### src/rtl/asr_pkg.sv
`timescale 1ns/1ps
package asr_pkg;
  localparam int FUNC_W  = 4;
  localparam int NFLAG   = 4;
  localparam int SRC_W   = 2;
  localparam logic [FUNC_W-1:0] FUNC_PASS = '0;
  localparam logic [SRC_W-1:0]  SRC_LOCK  = 2'b11;
  // flag vector index order
  localparam int FL_V = 0;
  localparam int FL_N = 1;
  localparam int FL_Z = 2;
  localparam int FL_C = 3;
endpackage

### src/rtl/asr_func_ctl.sv
`timescale 1ns/1ps
module asr_func_ctl #(
  parameter int FUNC_W = 4
) (
  input  logic              clk_i,
  input  logic              rst_ni,
  input  logic              lock_i,
  input  logic              direct_i,
  input  logic [FUNC_W-1:0] ins_func_i,
  input  logic              acc_wr_i,
  input  logic              instr_end_i,
  input  logic              pop_i,
  input  logic [FUNC_W-1:0] pop_func_i,
  output logic [FUNC_W-1:0] func_q_o,
  output logic [FUNC_W-1:0] alu_func_o
);
  localparam logic [FUNC_W-1:0] PASS = '0;

  logic [FUNC_W-1:0] func_q;
  logic              hold_q;   // function loaded inside the current instruction
  logic              load_now;

  assign load_now = pop_i ? (pop_func_i != PASS) : lock_i;

  always_ff @(posedge clk_i or negedge rst_ni) begin
    if (!rst_ni) begin
      func_q <= PASS;
      hold_q <= 1'b0;
    end else begin
      if (pop_i)                      func_q <= pop_func_i;
      else if (lock_i)                func_q <= ins_func_i;
      else if (instr_end_i && !hold_q) func_q <= PASS;

      if (instr_end_i)   hold_q <= 1'b0;
      else if (load_now) hold_q <= 1'b1;
    end
  end

  always_comb begin
    if (direct_i)      alu_func_o = ins_func_i;
    else if (acc_wr_i) alu_func_o = func_q;
    else               alu_func_o = PASS;
  end

  assign func_q_o = func_q;

  AST_LOCK_LATCH: assert property (@(posedge clk_i) disable iff (!rst_ni)
    lock_i && !pop_i |=> func_q == $past(ins_func_i));

  AST_LOCK_RELEASE: assert property (@(posedge clk_i) disable iff (!rst_ni)
    instr_end_i && !hold_q && !lock_i && !pop_i |=> func_q == PASS);

  AST_DIRECT_NOT_STORED: assert property (@(posedge clk_i) disable iff (!rst_ni)
    direct_i && !pop_i && !instr_end_i |=> $stable(func_q));

  AST_POP_FUNC: assert property (@(posedge clk_i) disable iff (!rst_ni)
    pop_i |=> func_q == $past(pop_func_i));
endmodule

### src/rtl/asr_flag_store.sv
`timescale 1ns/1ps
module asr_flag_store #(
  parameter int NFLAG = 4
) (
  input  logic             clk_i,
  input  logic             rst_ni,
  input  logic             upd_i,
  input  logic [NFLAG-1:0] flags_in_i,
  input  logic [NFLAG-1:0] set_i,
  input  logic [NFLAG-1:0] clr_i,
  input  logic             pop_i,
  input  logic [NFLAG-1:0] pop_flags_i,
  output logic [NFLAG-1:0] flags_o
);
  logic [NFLAG-1:0] flags_q;
  logic [NFLAG-1:0] loaded;
  logic [NFLAG-1:0] flags_d;

  assign loaded = upd_i ? flags_in_i : flags_q;

  always_comb begin
    if (pop_i) flags_d = pop_flags_i;
    else       flags_d = (loaded | set_i) & ~clr_i;
  end

  always_ff @(posedge clk_i or negedge rst_ni) begin
    if (!rst_ni) flags_q <= '0;
    else         flags_q <= flags_d;
  end

  assign flags_o = flags_q;

  AST_POP_FLAGS: assert property (@(posedge clk_i) disable iff (!rst_ni)
    pop_i |=> flags_o == $past(pop_flags_i));

  AST_FLAGS_IDLE: assert property (@(posedge clk_i) disable iff (!rst_ni)
    !upd_i && !pop_i && set_i == '0 && clr_i == '0 |=> $stable(flags_o));

  AST_CLR_WINS: assert property (@(posedge clk_i) disable iff (!rst_ni)
    !pop_i && clr_i != '0 |=> (flags_o & $past(clr_i)) == '0);

  AST_SET_TAKES: assert property (@(posedge clk_i) disable iff (!rst_ni)
    !pop_i |=> (flags_o & $past(set_i & ~clr_i)) == $past(set_i & ~clr_i));
endmodule

### src/rtl/alu_status_reg.sv
`timescale 1ns/1ps
module alu_status_reg
  import asr_pkg::*;
#(
  parameter int WORD_W = 12
) (
  input  logic              clk_i,
  input  logic              rst_ni,
  input  logic              alu_op_i,
  input  logic [SRC_W-1:0]  alu_src_i,
  input  logic [FUNC_W-1:0] alu_func_i,
  input  logic              acc_wr_i,
  input  logic              res_wr_i,
  input  logic              mem_wr_i,
  input  logic [NFLAG-1:0]  flags_in_i,
  input  logic [NFLAG-1:0]  flag_set_i,
  input  logic [NFLAG-1:0]  flag_clr_i,
  input  logic              instr_end_i,
  input  logic              pop_i,
  input  logic [WORD_W-1:0] pop_word_i,
  output logic [FUNC_W-1:0] alu_func_o,
  output logic [NFLAG-1:0]  flags_o,
  output logic [WORD_W-1:0] stk_word_o
);
  localparam int USED_W = FUNC_W + NFLAG;

  logic              is_lock;
  logic              is_direct;
  logic              flag_upd;
  logic [FUNC_W-1:0] func_q;
  logic [NFLAG-1:0]  pop_flags;
  logic              unused_pop_hi;

  assign is_lock   = alu_op_i && (alu_src_i == SRC_LOCK);
  assign is_direct = alu_op_i && (alu_src_i != SRC_LOCK);
  // direct pass-through is the one register write that keeps flags
  assign flag_upd  = res_wr_i && !mem_wr_i && !(is_direct && alu_func_i == FUNC_PASS);

  assign pop_flags     = pop_word_i[USED_W-1:FUNC_W];
  assign unused_pop_hi = ^pop_word_i[WORD_W-1:USED_W];

  asr_func_ctl #(.FUNC_W(FUNC_W)) u_func (
    .clk_i       (clk_i),
    .rst_ni      (rst_ni),
    .lock_i      (is_lock),
    .direct_i    (is_direct),
    .ins_func_i  (alu_func_i),
    .acc_wr_i    (acc_wr_i),
    .instr_end_i (instr_end_i),
    .pop_i       (pop_i),
    .pop_func_i  (pop_word_i[FUNC_W-1:0]),
    .func_q_o    (func_q),
    .alu_func_o  (alu_func_o)
  );

  asr_flag_store #(.NFLAG(NFLAG)) u_flags (
    .clk_i       (clk_i),
    .rst_ni      (rst_ni),
    .upd_i       (flag_upd),
    .flags_in_i  (flags_in_i),
    .set_i       (flag_set_i),
    .clr_i       (flag_clr_i),
    .pop_i       (pop_i),
    .pop_flags_i (pop_flags),
    .flags_o     (flags_o)
  );

  assign stk_word_o[FUNC_W-1:0] = func_q;
  for (genvar gi = 0; gi < NFLAG; gi++) begin : g_flag_bits
    assign stk_word_o[FUNC_W+gi] = flags_o[gi];
  end
  for (genvar gj = USED_W; gj < WORD_W; gj++) begin : g_pad_bits
    assign stk_word_o[gj] = 1'b0;
  end

  AST_MEM_WR_KEEPS_FLAGS: assert property (@(posedge clk_i) disable iff (!rst_ni)
    mem_wr_i && !pop_i && flag_set_i == '0 && flag_clr_i == '0 |=> $stable(flags_o));

  AST_PASS_KEEPS_FLAGS: assert property (@(posedge clk_i) disable iff (!rst_ni)
    is_direct && alu_func_i == FUNC_PASS && !pop_i && flag_set_i == '0 && flag_clr_i == '0
    |=> $stable(flags_o));

  AST_RES_LOADS_FLAGS: assert property (@(posedge clk_i) disable iff (!rst_ni)
    flag_upd && !pop_i && flag_set_i == '0 && flag_clr_i == '0
    |=> flags_o == $past(flags_in_i));

  AST_IDLE_FUNC_PASS: assert property (@(posedge clk_i) disable iff (!rst_ni)
    !alu_op_i && !acc_wr_i |-> alu_func_o == FUNC_PASS);
endmodule

### config.mk
export PLATFORM = sky130hd
export DESIGN_NAME = alu_status_reg
export DESIGN_NICKNAME = d
export VERILOG_FILES = /design/src/rtl/asr_pkg.sv /design/src/rtl/asr_func_ctl.sv /design/src/rtl/asr_flag_store.sv /design/src/rtl/alu_status_reg.sv
export SDC_FILE = /design/constraint.sdc
export NUM_CORES = 1
export LEC_CHECK = 0
export ABC_AREA = 1
export BUFFER_PORTS_ARGS = -buffer_cell sky130_fd_sc_hd__buf_2
export CAP_MARGIN = 20
export CORE_MARGIN = 8
export CORE_UTILIZATION = 36
export DETAILED_ROUTE_END_ITERATION = 8
export HOLD_SLACK_MARGIN = 0.03
export PLACE_DENSITY = 0.87
export SLEW_MARGIN = 25
export SYNTH_ARGS = -nofsm -noshare
export SYNTH_HDL_FRONTEND = slang
export SYNTH_HIERARCHICAL = 1
export SYNTH_SLANG_ARGS = --single-unit
### constraint.sdc
create_clock -name clk_i -period 1 [get_ports clk_i]
set_input_delay 0.15 -clock clk_i [delete_from_list [all_inputs] [get_ports clk_i]]
set_output_delay 0.15 -clock clk_i [all_outputs]
set_load 0.01 [all_outputs]
==> results.tsv, run 1 <==
stage	metric	value	unit
outcome	outcome	complete, but fails checks	
outcome	violations	setup timing	
die	die-height	58.8	um
power	power.leakage	0.602	nW
timing	period_needed	1.11	ns
setup_path	crit_chain	nand3_1, nand2_1, buf_2	
logic_synthesis	synth_compound_area_frac	0.0133	
logic_synthesis	synth.distinct_cells	13	
power	ir_drop	0.761	mV
setup_path	cp.arrival	0.96	ns
setup_path	crit_slowest_cell	dfrtp_1	
logic_synthesis	syn_inst	104	
logic_synthesis	syn_area	658	um^2
logic_synthesis	synth_top_family_by_area	simple AND/OR/NAND/NOR gates	
timing	fin_worst_skew	0.00832	ns
final_layout	diodes	0	
detailed_routing	drt-pass1-iter-count	4	
logic_synthesis	ys_top_cells_by_area	dfrtp_1 (34%), nand2_1 (24%), buf_4 (10%)	
setup_path	start_kind	flip-flop	
setup_path	crit_required	0.85	ns
detailed_routing	route.detailed.drc	0	
final_layout	fin_util	0.564	
final_layout	num-fill-cells	157	
timing	rsz0062_at_grt	yes	
power	powerDensity	1060	nW/um^2
grt	grt_pass1_wl	3.41	mm
setup_path	critPathMaxStageDelay	0.39	ns
placed_design	place_hpwl	1.92	mm
job	maxCapViolations	0	
setup_path	worst_setup_path_end_kind	primary output	
clocking	cts.sinks	9	
detailed_routing	dr_total_vias	844	
clocking	clkTransAtPathRegs	0.06	ns
die	core_area	1730	um^2
logic_synthesis	synthXorXnorAreaFrac	0	
power	finalPower	1.04	mW
logic_synthesis	synth_warnings	6	
logic_synthesis	syn_area_per_cell	6.33	um^2
worst_hold_path	hold_path.class	in2reg	
grt	grtUsageTotal	0.126	
logic_synthesis	synthMuxAreaShare	0	
clocking	tritoncts	built	
die	fp.dieW	58.8	um
detailed_routing	wl	2.38	mm
placed_design	globalplace.congestion	0.869	
logic_synthesis	yosys.area_share.simple	0.468	
timing	fin_ws	-0.111	ns
grt	grt_max_degree	16	
final_layout	area_growth	47.9	%
placed_design	io_buffers	49	
logic_synthesis	synth_fa_ha_area_frac	0	
setup_path	crit_type	reg2out	
timing	max_freq	0.900	GHz
logic_synthesis	yosysSeqAreaShare	0.342	
detailed_routing	detail-route-antenna-nets	0	
timing	fin_crit_sh	1.11	
grt	antenna_found_initial	0	
final_layout	stdcell_count	184	
die	dieArea	3450	um^2
detailed_routing	drt_iter0_markers	23	
final_layout	drive_gt1_frac	0.409	
timing	slew_viol_final	0	
die	rows	15	
die	start_util	0.381	
final_layout	nets	198	
detailed_routing	vias_per_cell	4.59	
placed_design	placed_cells	177	
timing	setup_viol	5	
logic_synthesis	ys_ff_latch	9	
setup_path	critPathMaxFanout	3	
clocking	htree_levels	1	
clocking	cts_buffers	3	
timing	final-hold-violation-count	0	
clocking	clk_latency	0.26	ns
grt	grt_overflow	0	
detailed_routing	post_drt_wl_per_cell	13.0	um
grt	grt_pass1_vias	780	
logic_synthesis	yosysTopAreaCell	dfrtp_1	
die	io_pins	58	
final_layout	final_cell_mix	buf_2 (48), nand2_1 (42), nand3_1 (12), nor2_1 (11), inv_1 (10)	
clocking	clk_path_buf_depth	2	
clocking	cts_root_buf	clkbuf_4	
final_layout	mostFrequentLayoutCell	buf_2	
logic_synthesis	yosysTopAreaCellShare	0.342	
[where the power goes]
group,switching (mW),internal (mW)
clock network,0.120,0.153
logic,0.186,0.157
registers,0.0237,0.396
total,0.330,0.707
[state kept, by name, indices dropped and copies added (netlist names)]
| signal | cells |
|---|---|
| u_func/hold_q | 1 |
| u_func/func_q_o | 4 |
| u_flags/flags_o | 4 |
[synth_stat cells]
| master | number |
|---|---|
| nand3_1 | 12 |
| nand4_1 | 4 |
| nand2_2 | 1 |
| conb_1 | 1 |
| inv_2 | 2 |
| a21oi_2 | 1 |
| inv_1 | 10 |
| buf_4 | 9 |
| nor2_2 | 1 |
| dfrtp_1 | 9 |
| nand2_1 | 42 |
| nor2_4 | 1 |
| nor2_1 | 11 |
[timing repair]
item / 4_1_cts / 5_1_grt
resized for setup: 0 / 1
hold buffers: 1 / 0
hold endpoints to repair: 9 / 0
pin swaps: 0 / 1
setup endpoints to repair: 4 / 4
buffers inserted: 0 / 2
[final timing paths]
check / from / end / slack (ns) / cells past startpoint
worst max register to register: u_func/hold_q / u_func/func_q_o[0] / 0.16 / 4
min in group asynchronous: rst_ni / u_func/func_q_o[2] / 0.26 / 2
worst min register to register: u_func/hold_q / u_func/hold_q / 0.57 / 2
worst min-delay path: instr_end_i / u_func/hold_q / 0.05 / 2
max in group asynchronous: rst_ni / u_flags/flags_o[3] / 0.55 / 2
worst max-delay path: u_func/func_q_o[2] / alu_func_o[2] / -0.11 / 3
[metal layers]
layer | wire (um) | part of all wire | up-vias | global-route usage
met5 | 0 | 0 | - | 0
met4 | 97 | 0.041 | 0 | 0.0956
met3 | 129 | 0.054 | 12 | 0.0326
met2 | 1300 | 0.55 | 41 | 0.235
met1 | 853 | 0.36 | 370 | 0.112
li1 | - | - | 421 | -
[through the flow]
stage	instance area (um^2)	setup slack, ns	TNS, ns	hold WS (ns)
after floorplan	669	0.0884	0	-0.146
after global placement	916	-0.0965	-0.382	0.00200
after detailed placement	916	-0.154	-0.717	0.00599
after CTS	952	-0.0883	-0.314	0.0440
after global routing	973	-0.135	-0.547	0.0456
final	973	-0.111	-0.365	0.0537
[cell type report]
type                       instances  area (um^2)  share of cell area
sequential                         9          225               0.231
inverter                          12         45.0              0.0463
timing repair buffer              57          314               0.323
multi-input combinational         77          332               0.341
tap                               25         31.3              0.0321
clock buffer                       4         26.3              0.0270
[cells by family after synthesis]
family	count (synthesis)
AOI/OAI and AO/OA	1
buffers and inverters	21
other	1
and+or+nand+nor	72
DFF	9
[worst max-delay path: cells and delay by family (launching register included)]
kind / cells / cell delay, ns
buffers and inverters: 1 / 0.15
DFF: 1 / 0.39
and+or+nand+nor: 2 / 0.16
(Power assumes the default switching activity.)
==> run 2, diff against run 1 <==
--- a/config.mk
+++ b/config.mk
@@ -12,7 +12,7 @@
 export CORE_UTILIZATION = 36
 export DETAILED_ROUTE_END_ITERATION = 8
 export HOLD_SLACK_MARGIN = 0.03
-export PLACE_DENSITY = 0.87
+export PLACE_DENSITY_LB_ADDON = 0.08
 export SLEW_MARGIN = 25
 export SYNTH_ARGS = -nofsm -noshare
 export SYNTH_HDL_FRONTEND = slang
==> run 2 against run 1 <==
- the flow still finishes with violations (setup timing)
- power is 1.2% higher
- register-to-register slack got worse by 0.04 ns
- sequential share of layout area down 0.52 points
==> results.tsv, run 2 (same netlist as run 1, synthesis figures left out) <==
stage	metric	value	unit
outcome	outcome	complete, but fails checks	
outcome	violations	setup timing	
power	powerDensity	1050	nW/um^2
detailed_routing	drt-pass1-iter-count	5	
final_layout	stdcell_count	187	
timing	rsz0062_at_grt	yes	
final_layout	nets	201	
die	core_area	1730	um^2
die	dieArea	3450	um^2
clocking	clk_path_buf_depth	2	
setup_path	critPathMaxFanout	3	
setup_path	r2r_setup_slack	0.12	ns
grt	grt_pass1_vias	777	
setup_path	crit_type	reg2out	
timing	tns	-0.287	ns
placed_design	post-place-ws	-0.0796	ns
final_layout	drive_gt1_frac	0.426	
final_layout	area_growth	51.3	%
detailed_routing	vias_per_cell	4.21	
clocking	cts_root_buf	clkbuf_4	
timing	fin_ws	-0.0873	ns
setup_path	crit_required	0.85	ns
placed_design	globalplace.congestion	0.765	
final_layout	mostFrequentLayoutCell	buf_2	
clocking	clkTransAtPathRegs	0.06	ns
power	power.leakage	0.615	nW
detailed_routing	drt_iter0_markers	20	
final_layout	stdcell_area	996	um^2
timing	worst_hold_slack	0.0493	ns
worst_hold_path	hold_path.class	in2reg	
die	start_util	0.381	
detailed_routing	dr_total_vias	787	
placed_design	io_buffers	49	
grt	antenna_found_initial	0	
clocking	cts_buffers	3	
timing	period_needed	1.09	ns
setup_path	crit_chain	nand3_1, nand2_1, buf_2	
detailed_routing	detail-route-antenna-nets	0	
grt	grt_pass1_wl	3.29	mm
detailed_routing	wl	2.04	mm
placed_design	place_hpwl	1.69	mm
setup_path	start_kind	flip-flop	
timing	slew_viol_final	0	
grt	grtUsageTotal	0.119	
job	maxCapViolations	0	
die	fp.dieW	58.8	um
setup_path	worst_setup_path_end_kind	primary output	
clocking	cts.sinks	9	
grt	grt_overflow	0	
detailed_routing	route.detailed.drc	0	
timing	max_freq	0.920	GHz
clocking	clk_latency	0.26	ns
clocking	tritoncts	built	
final_layout	diodes	0	
timing	fin_crit_sh	1.09	
final_layout	final_cell_mix	buf_2 (48), nand2_1 (42), nand3_1 (12), nor2_1 (11), buf_4 (10)	
die	io_pins	58	
setup_path	crit_slowest_cell	dfrtp_1	
die	rows	15	
clocking	htree_levels	1	
timing	fin_worst_skew	0.00195	ns
die	die-height	58.8	um
timing	setup_viol	5	
placed_design	place_area	931	um^2
placed_design	placed_cells	179	
grt	grt_max_degree	16	
timing	final-hold-violation-count	0	
setup_path	critPathMaxStageDelay	0.41	ns
detailed_routing	post_drt_wl_per_cell	10.9	um
power	ir_drop	0.779	mV
setup_path	cp.arrival	0.94	ns
## run 2: cell types whose count changed in the layout (fill, tap and decap cells not counted)
cell / delta
buf_4: +3
inv_1: -1
inv_2: +1
## run 2: power breakdown
group / internal [mW] / switching (mW) / leakage (nW)
combinational: 0.166 / 0.177 / 0.489
clock: 0.154 / 0.134 / 0.0150
sequential: 0.396 / 0.0220 / 0.111
total: 0.716 / 0.333 / 0.615
## run 2: final timing paths
check	from	endpoint	cells after the start
max in group asynchronous	rst_ni	u_func/func_q_o[1]	2
worst min register to register	u_func/hold_q	u_func/hold_q	2
worst max register to register	u_func/func_q_o[2]	u_func/func_q_o[2]	4
min in group asynchronous	rst_ni	u_flags/flags_o[0]	2
worst min-delay path	instr_end_i	u_func/hold_q	2
worst max-delay path	u_func/func_q_o[3]	alu_func_o[3]	3
## run 2: critical path, delay by kind of cell (launching register included)
family	cells	cell delay [ns]
buffers and inverters	1	0.13
and+or+nand+nor	2	0.14
DFF	1	0.41
## run 2: timing repair
item | in CTS | in global routing
buffers inserted | 2 | 1
pin swaps | 1 | 2
cloned | 0 | 0
resized for setup | 0 | 2
hold endpoints to repair | 9 | 0
hold buffers | 1 | 0
endpoints found under the setup margin | 4 | 8
## run 2: per-layer routing
metal / up-vias / routed length, um / GRT usage / share of wire
li1: 427 / - / - / -
met1: 323 / 870 / 0.142 / 0.43
met2: 37 / 912 / 0.184 / 0.45
met3: 0 / 254 / 0.0478 / 0.12
met4: 0 / 0 / 0.0512 / 0
met5: - / 0 / 0 / 0
## run 2: cell type report
cell class | instances | area (um^2)
tap | 25 | 31.3
sequential | 9 | 225
multi-input combinational | 77 | 332
inverter | 12 | 45.0
fill | 186 | 731
clock buffer | 4 | 26.3
timing repair buffer | 60 | 337
## run 2: through the flow
| step | util | power (mW) |
|---|---|---|
| 6_report | 0.577 | 1.05 |
| 5_1_grt | 0.577 | 1.13 |
| 4_1_cts | 0.569 | 1.05 |
| 3_5_place_dp | 0.539 | 0.747 |
| 3_3_place_gp | 0.539 | 0.741 |
| 2_1_floorplan | - | 0.597 |
